--- src/rtl/xbus_ctrl.sv ---
module xbus_ctrl #(
  parameter int AW = 16
) (
  input  logic          clk,
  input  logic          rst_n,
  input  logic [5:0]    cfg,
  input  logic          req_valid,
  input  logic          req_write,
  input  logic          req_word,
  input  logic [AW-1:0] req_addr,
  input  logic [15:0]   req_wdata,
  output logic          req_ready,
  output logic          done,
  output logic [15:0]   rdata,
  output logic          adr_stb,
  output logic          rd_n,
  output logic          wr_n,
  output logic          bhe_n,
  output logic          ad_oe,
  output logic [AW-1:0] ad_out,
  input  logic [AW-1:0] ad_in,
  input  logic          buswidth,
  input  logic          ready
);
  typedef enum logic [1:0] {S_IDLE, S_ADDR, S_STRB} st_t;

  st_t          st;
  logic         q_we, q_word, part, w16;
  logic [5:0]   q_cfg;
  logic [AW-1:0] cur_a;
  logic [15:0]  q_wd;
  logic [1:0]   wcnt;

  logic in_a, in_s, bw_now, w16_eff, wcyc, hi_use, lo_use, cap_hit, end_s, split;
  logic [7:0]  wb, rb;
  logic [15:0] wlane, din;

  assign in_a    = (st == S_ADDR);
  assign in_s    = (st == S_STRB);
  assign bw_now  = q_cfg[1] & buswidth;
  assign w16_eff = in_a ? bw_now : w16;
  assign wcyc    = q_word & w16_eff & ~part;
  assign hi_use  = wcyc | (w16_eff & cur_a[0]);
  assign lo_use  = wcyc | ~(w16_eff & cur_a[0]);
  assign wb      = (q_word & part) ? q_wd[15:8] : q_wd[7:0];
  assign wlane   = wcyc ? q_wd : {(w16 ? wb : 8'h00), wb};
  assign cap_hit = (q_cfg[5:4] != 2'b11) && (wcnt == q_cfg[5:4] + 2'd1);
  assign end_s   = in_s & (ready | cap_hit);
  assign din     = ad_in[15:0];
  assign rb      = (w16 & cur_a[0]) ? din[15:8] : din[7:0];
  assign split   = q_word & ~w16 & ~part;

  always_ff @(posedge clk) begin
    if (!rst_n) begin
      st    <= S_IDLE;
      q_we  <= 1'b0;
      q_word <= 1'b0;
      part  <= 1'b0;
      w16   <= 1'b0;
      q_cfg <= '0;
      cur_a <= '0;
      q_wd  <= '0;
      wcnt  <= '0;
      done  <= 1'b0;
      rdata <= '0;
    end else begin
      done <= 1'b0;
      case (st)
        S_IDLE: if (req_valid) begin
          q_we   <= req_write;
          q_word <= req_word;
          q_wd   <= req_wdata;
          q_cfg  <= cfg;
          part   <= 1'b0;
          cur_a  <= req_word ? {req_addr[AW-1:1], 1'b0} : req_addr;
          st     <= S_ADDR;
        end
        S_ADDR: begin
          w16  <= bw_now;
          wcnt <= '0;
          st   <= S_STRB;
        end
        S_STRB: begin
          if (end_s) begin
            if (!q_we) begin
              if (wcyc)        rdata <= din;
              else if (q_word) begin
                if (part) rdata[15:8] <= rb;
                else      rdata[7:0]  <= rb;
              end else     rdata <= {8'h00, rb};
            end
            if (split) begin
              part  <= 1'b1;
              cur_a <= {cur_a[AW-1:1], 1'b1};
              st    <= S_ADDR;
            end else begin
              done <= 1'b1;
              st   <= S_IDLE;
            end
          end else if (wcnt != 2'b11) begin
            wcnt <= wcnt + 2'd1;
          end
        end
        default: st <= S_IDLE;
      endcase
    end
  end

  assign req_ready = (st == S_IDLE);
  assign ad_oe     = in_a | (in_s & q_we);
  assign ad_out    = in_a ? cur_a : ((in_s & q_we) ? AW'(wlane) : '0);
  assign rd_n      = ~(in_s & ~q_we);
  assign wr_n      = ~(in_s & q_we & (~q_cfg[2] | lo_use));
  assign bhe_n     = q_cfg[2] ? ~(in_s & q_we & hi_use) : ~((in_a | in_s) & hi_use);
  assign adr_stb   = in_a | (in_s & q_cfg[3]);
endmodule

--- config.mk ---
export PLATFORM = sky130hd
export DESIGN_NAME = xbus_ctrl
export DESIGN_NICKNAME = d
export VERILOG_FILES = /design/src/rtl/xbus_ctrl.sv
export SDC_FILE = /design/constraint.sdc
export NUM_CORES = 1
export LEC_CHECK = 0
export ABC_AREA = 1
export BUFFER_PORTS_ARGS = -buffer_cell sky130_fd_sc_hd__buf_2
export CORE_MARGIN = 2
export CORE_UTILIZATION = 40
export CTS_BUF_LIST = sky130_fd_sc_hd__clkbuf_8
export CTS_CLUSTER_DIAMETER = 30
export CTS_CLUSTER_SIZE = 20
export DETAILED_ROUTE_END_ITERATION = 10
export HOLD_SLACK_MARGIN = 0.12
export PLACE_DENSITY_LB_ADDON = 0.05
export SLEW_MARGIN = 0
export SYNTH_ARGS = -nofsm -noshare
export SYNTH_HDL_FRONTEND = slang
export SYNTH_SLANG_ARGS = --single-unit
--- constraint.sdc ---
create_clock -name clk -period 3.33 [get_ports clk]
set_input_delay 0.1665 -clock clk [delete_from_list [all_inputs] [get_ports clk]]
set_output_delay 0.1665 -clock clk [all_outputs]
set_load 0.03 [all_outputs]
Word-level counts from Yosys, hierarchy flattened

Cells that the tools add are included.

Output and inout bits: 39
Logic and storage cells: 100
Bits in latches: 0
Input bits: 61
Flip-flop bits (word level): 63
Memory bits (read-only): 0
Memories kept: 0
Bits in writable memories: 0

Add/sub/neg operators: 2
Bitwise logic cells: 32
Multiply operators: 0
Reduce and logical (&&, ||, !) cells: 12
Order comparisons: 0
Mux-type cells: 29
Equal/unequal tests: 12
Divide/modulo/power cells: 0
Shifts and indexed selects: 0

Operator list:

| kind                                                   | number |
|---|---|
| two-way mux 16 bit                                     | 6 |
| two-way mux 8 bit                                      | 5 |
| one-hot mux 16 bit (2 select lines)                    | 1 |
| AND 1 bit                                              | 15 |
| AND reduction 4 bit                                    | 3 |
| two-way mux 1 bit                                      | 10 |
| inverter 1 bit                                         | 10 |
| AND reduction 3 bit                                    | 3 |
| two-way mux 2 bit                                      | 4 |
| inequality test 2 bit (second input constant)          | 4 |
| bitwise OR 1 bit                                       | 7 |
| inequality test 2 x 1 -> 1 bit (second input constant) | 3 |
| one-hot mux 2 bit (3 select lines)                     | 1 |
| adder 2 x 1 -> 2 bit (second input constant)           | 2 |
| one-hot mux 2 bit (2 select lines)                     | 1 |
| AND reduction 2 bit                                    | 2 |
| nonzero test 2 bit                                     | 2 |
| inequality test 3 x 1 -> 1 bit (second input constant) | 1 |
| inequality test 3 x 2 -> 1 bit (second input constant) | 1 |
| equality test 2 x 1 -> 1 bit (second input constant)   | 1 |
| equality test 2 bit                                    | 1 |
| equality test 2 bit (second input constant)            | 1 |
| zero test 2 bit                                        | 1 |
| one-hot mux 1 bit (2 select lines)                     | 1 |
| logical AND 1 bit                                      | 1 |

Logic depth before layout (Yosys ltp)

Word-level depth: 8
Mapped depth: 12
Gate-level depth less buffers: 11

Worst setup path after synthesis

No wires, ideal clock.

Path type: reg2out
Start: register st[1]
End: output port ad_out[14]
Path slack: 1.415 ns
Stages on the path, launching flop included: 10
Data arrival time: 1.749 ns
Buffers on the path: 0
Required time: 3.164 ns
Cells stage by stage: dfxtp_1 > inv_1 > ha_1 > inv_2 > nand2_1 > o21ai_2 > nand2_2 > nand2_1 > o21ai_0 > o21ai_1

Cells in the longest elaborated chain, start to end: 7
Elaborated cells on any way between the ends: 9
Those cells by class: eq/ne (2); mux (4); bitwise (3)

Ends and longest elaborated chain:

| item                         | line | text |
|---|---|---|
| start, declared              | 27   | `st_t st;` |
| start signal, assigned       | 55   | `st <= S_IDLE;` |
| start signal, assigned       | 76   | `st <= S_ADDR;` |
| start signal, assigned       | 81   | `st <= S_STRB;` |
| equality test 2 x 1 -> 1 bit | 38   | `assign in_a = (st == S_ADDR);` |
| two-way mux 1 bit            | n/a  |  |
| AND 1 bit (2 in series)      | 42   | `assign wcyc = q_word & w16_eff & ~part;` |
| two-way mux 16 bit           | 46   | `assign wlane = wcyc ? q_wd : {(w16 ? wb : 8'h00), wb};` |
| two-way mux 16 bit           | 111  | `assign ad_out = in_a ? cur_a : ((in_s & q_we) ? AW'(wlane) : '0);` |
| two-way mux 16 bit *         | 111  |  |
| end, declared                | 20   | `output logic [AW-1:0] ad_out,` |

Every way passes the cells marked *; elsewhere a longest branch is shown, timed or not.

Worst setup path after layout

Ends and elaborated chain as after synthesis.

==> out/qor.txt <==
Nets = 690
synthesized instance count = 499
Worst R2R Setup Slack = 0.79 ns
gr usage total = 20.8%
# H-tree levels = 3
power density over cell area = 552 mW/mm^2
CTS Sinks = 62
unrepaired setup endpoints after global routing = false
leakage = 2.19 nW
Final ANT Viol Nets = 0
via/cell ratio = 4.59
Slew Limit Fails = 0
total CTS buffers = 9
CP Capture Point = ad_out[14]
fin crit period = 2.88 ns
fill count = 779
Worst R2R End = cur_a[7]
setup TNS = 0 ns
Least-Margin Pin Slew = 0.933 ns
clock latency on the worst-skew pair = 0.34 ns
share of the yosys chip area belonging to registers = 38.7%
Critical Path Source = st[1]
R2R Path Start = st[1]
area of the multi-input gates = 0.00165 mm^2
fin crit share = 86.6%
die area = 0.00874 mm^2
CP required = 3.16 ns
die height = 93.5 um
total grt overflow = 0
clock slew at reported path FFs = 0.06 ns
Site Rows = 32
Routed Wire Length = 8.56 mm
Remaining DRCs = 0
Area growth syn-to-layout = 34.4%
placer congestion estimate = 0.852
final setup violation count = 0
Initial Utilization = 41.5%
met3 wire len = 379 um
Register Area = 0.00124 mm^2
peak supply drop = 250 uV
DR vias = 3341
antenna diode count = 0
Iteration-0 DRC Markers = 103
clock skew = 0.00666 ns
proportion of layout cells with a drive suffix above 1 = 20.8%
element type at the critical path end = output pin
first-pass GRT wire length = 14.4 mm
CTS Buffer Depth = 2
max_slew headroom = 37.8%
CTS Root Cell = clkbuf_8
fmax = 347 MHz
Worst Hold Class = input port to register
placed cell count = 678
CP Class = register to output pin
Synth Cell Area = 0.00320 mm^2
initial antenna violation count = 0
CP Data Arrival Time = 2.72 ns
port bufs = 98
syn_area_per_cell = 6.42 um^2
post-synth net total = 567
max_cap viols = 0
yosys warns = 0
vias in the first global route = 3092
most frequent cells in the layout = 111 x nand2_1, 101 x nor2_1, 98 x buf_2
FF-to-FF path depth = 8
Pre-antenna DRT Iters = 4
Top Metal Used = met4
synthesized flop and latch total = 62
Routed WL per cell = 11.8 um
largest net degree at the start of global routing = 59
commonest non-fill, non-tap cell in the layout = nand2_1
worst hold slack = 0.140 ns
status = finished clean
cts repair resizes = 0
endpoints failing hold = 0
die width = 93.5 um
routed wl met2 = 3.60 mm
CTS tree = done
Finished Layout Cells = 728
Core ar. = 0.00773 mm^2
Netlist cell types = 27
Metal-1 WL = 4.45 mm
HPWL after DPL = 6.02 mm
CP Launch Type = register
worst-path maximum fanout = 35
IO Count = 100
kinds of logic (layout without fill, tap and decap cells):
logic type,Yosys count,in the layout,synth area share [%]
buffers and inverters,78,205,9.65
adder cells (fa/ha/maj),7,7,2.73
AND/OR/NAND/NOR,244,244,30.7
flip-flops,62,62,38.7
AO/OA/AOI/OAI,108,108,18.2
cells in the mapped netlist, drive strengths merged:
| master | number | area share (%) |
|---|---|---|
| ha | 7 | 2.7 |
| nor2 | 102 | 12 |
| clkinv | 1 | 0.12 |
| a21boi | 1 | 0.23 |
| o211ai | 6 | 1.4 |
| a21oi | 23 | 3.6 |
| nand3 | 17 | 3.0 |
| nand2 | 112 | 13 |
| nand4 | 3 | 0.59 |
| o21a | 1 | 0.23 |
| o21ai | 70 | 11 |
| dfxtp | 62 | 39 |
| or2 | 9 | 1.8 |
| buf | 7 | 1.3 |
| clkbuf | 16 | 1.9 |
| nor3 | 1 | 0.16 |
| inv | 54 | 6.3 |
| o31ai | 7 | 1.6 |
report_power, final:
group | switching [W] | internal, W | total, W
clock | 0.000294 | 0.000456 | 0.000749
sequential | 0.0000674 | 0.000857 | 0.000924
combinational | 0.000461 | 0.000243 | 0.000704
routing by layer:
layer  up-vias  GRT usage, %
met4         0          8.46
met1      1431          29.2
met2        70          31.1
li1       1830             -
met3        10          4.11
met5         -             0
per-stage QoR:
step | setup WS [ns] | power, W | util [%] | cell area [um^2]
floorplan | 1.41 | 0.00143 | - | 3200
global placement | 0.823 | 0.00160 | 48.3 | 3730
detailed placement | 0.753 | 0.00162 | 48.3 | 3730
CTS | 0.429 | 0.00240 | 55.7 | 4310
global route | 0.137 | 0.00254 | 55.7 | 4310
finish | 0.448 | 0.00238 | 55.7 | 4310
flip-flops by register name, summed over array words and instances (netlist names):
register  count
st            2
w16           1
q_word        1
q_cfg         5
cur_a        16
done          1
rdata        16
part          1
q_wd         16
q_we          1
wcnt          2
layout make-up:
type | instances | share of cell area (%)
Multi-Input combinational cell | 359 | 38.4
Clock buffer | 11 | 3.52
Sequential cell | 62 | 28.8
Inverter | 55 | 4.80
Clock inverter | 4 | 1.63
Tap cell | 102 | 2.96
Timing Repair Buffer | 135 | 19.9
critical path: stages, from the launching register on:
cell      delay [ns]
dfxtp_1         0.38
inv_1           0.10
ha_1            0.22
inv_2           0.12
o21ai_2         0.09
nand2_2         0.44
clkinv_1        0.45
o21ai_0         0.26
o21ai_1         0.11
buf_2           0.19
worst min path at each step:
stage / start / to / cells after the start / slack [ns]
2_1_floorplan: req_addr[10] / cur_a[10] / 2 / 0.30
3_3_place_gp: req_addr[5] / cur_a[5] / 3 / 0.39
3_5_place_dp: req_addr[2] / cur_a[2] / 3 / 0.40
4_1_cts: req_word / q_word / 3 / 0.13
5_1_grt: req_word / q_word / 3 / 0.15
6_report: req_word / q_word / 3 / 0.14
repair_timing:
action                                 CTS  global route
setup buffers                            0             0
hold buffers                            35             0
endpoints found under the hold margin   35             0
Power figures use the tool's default switching activity.
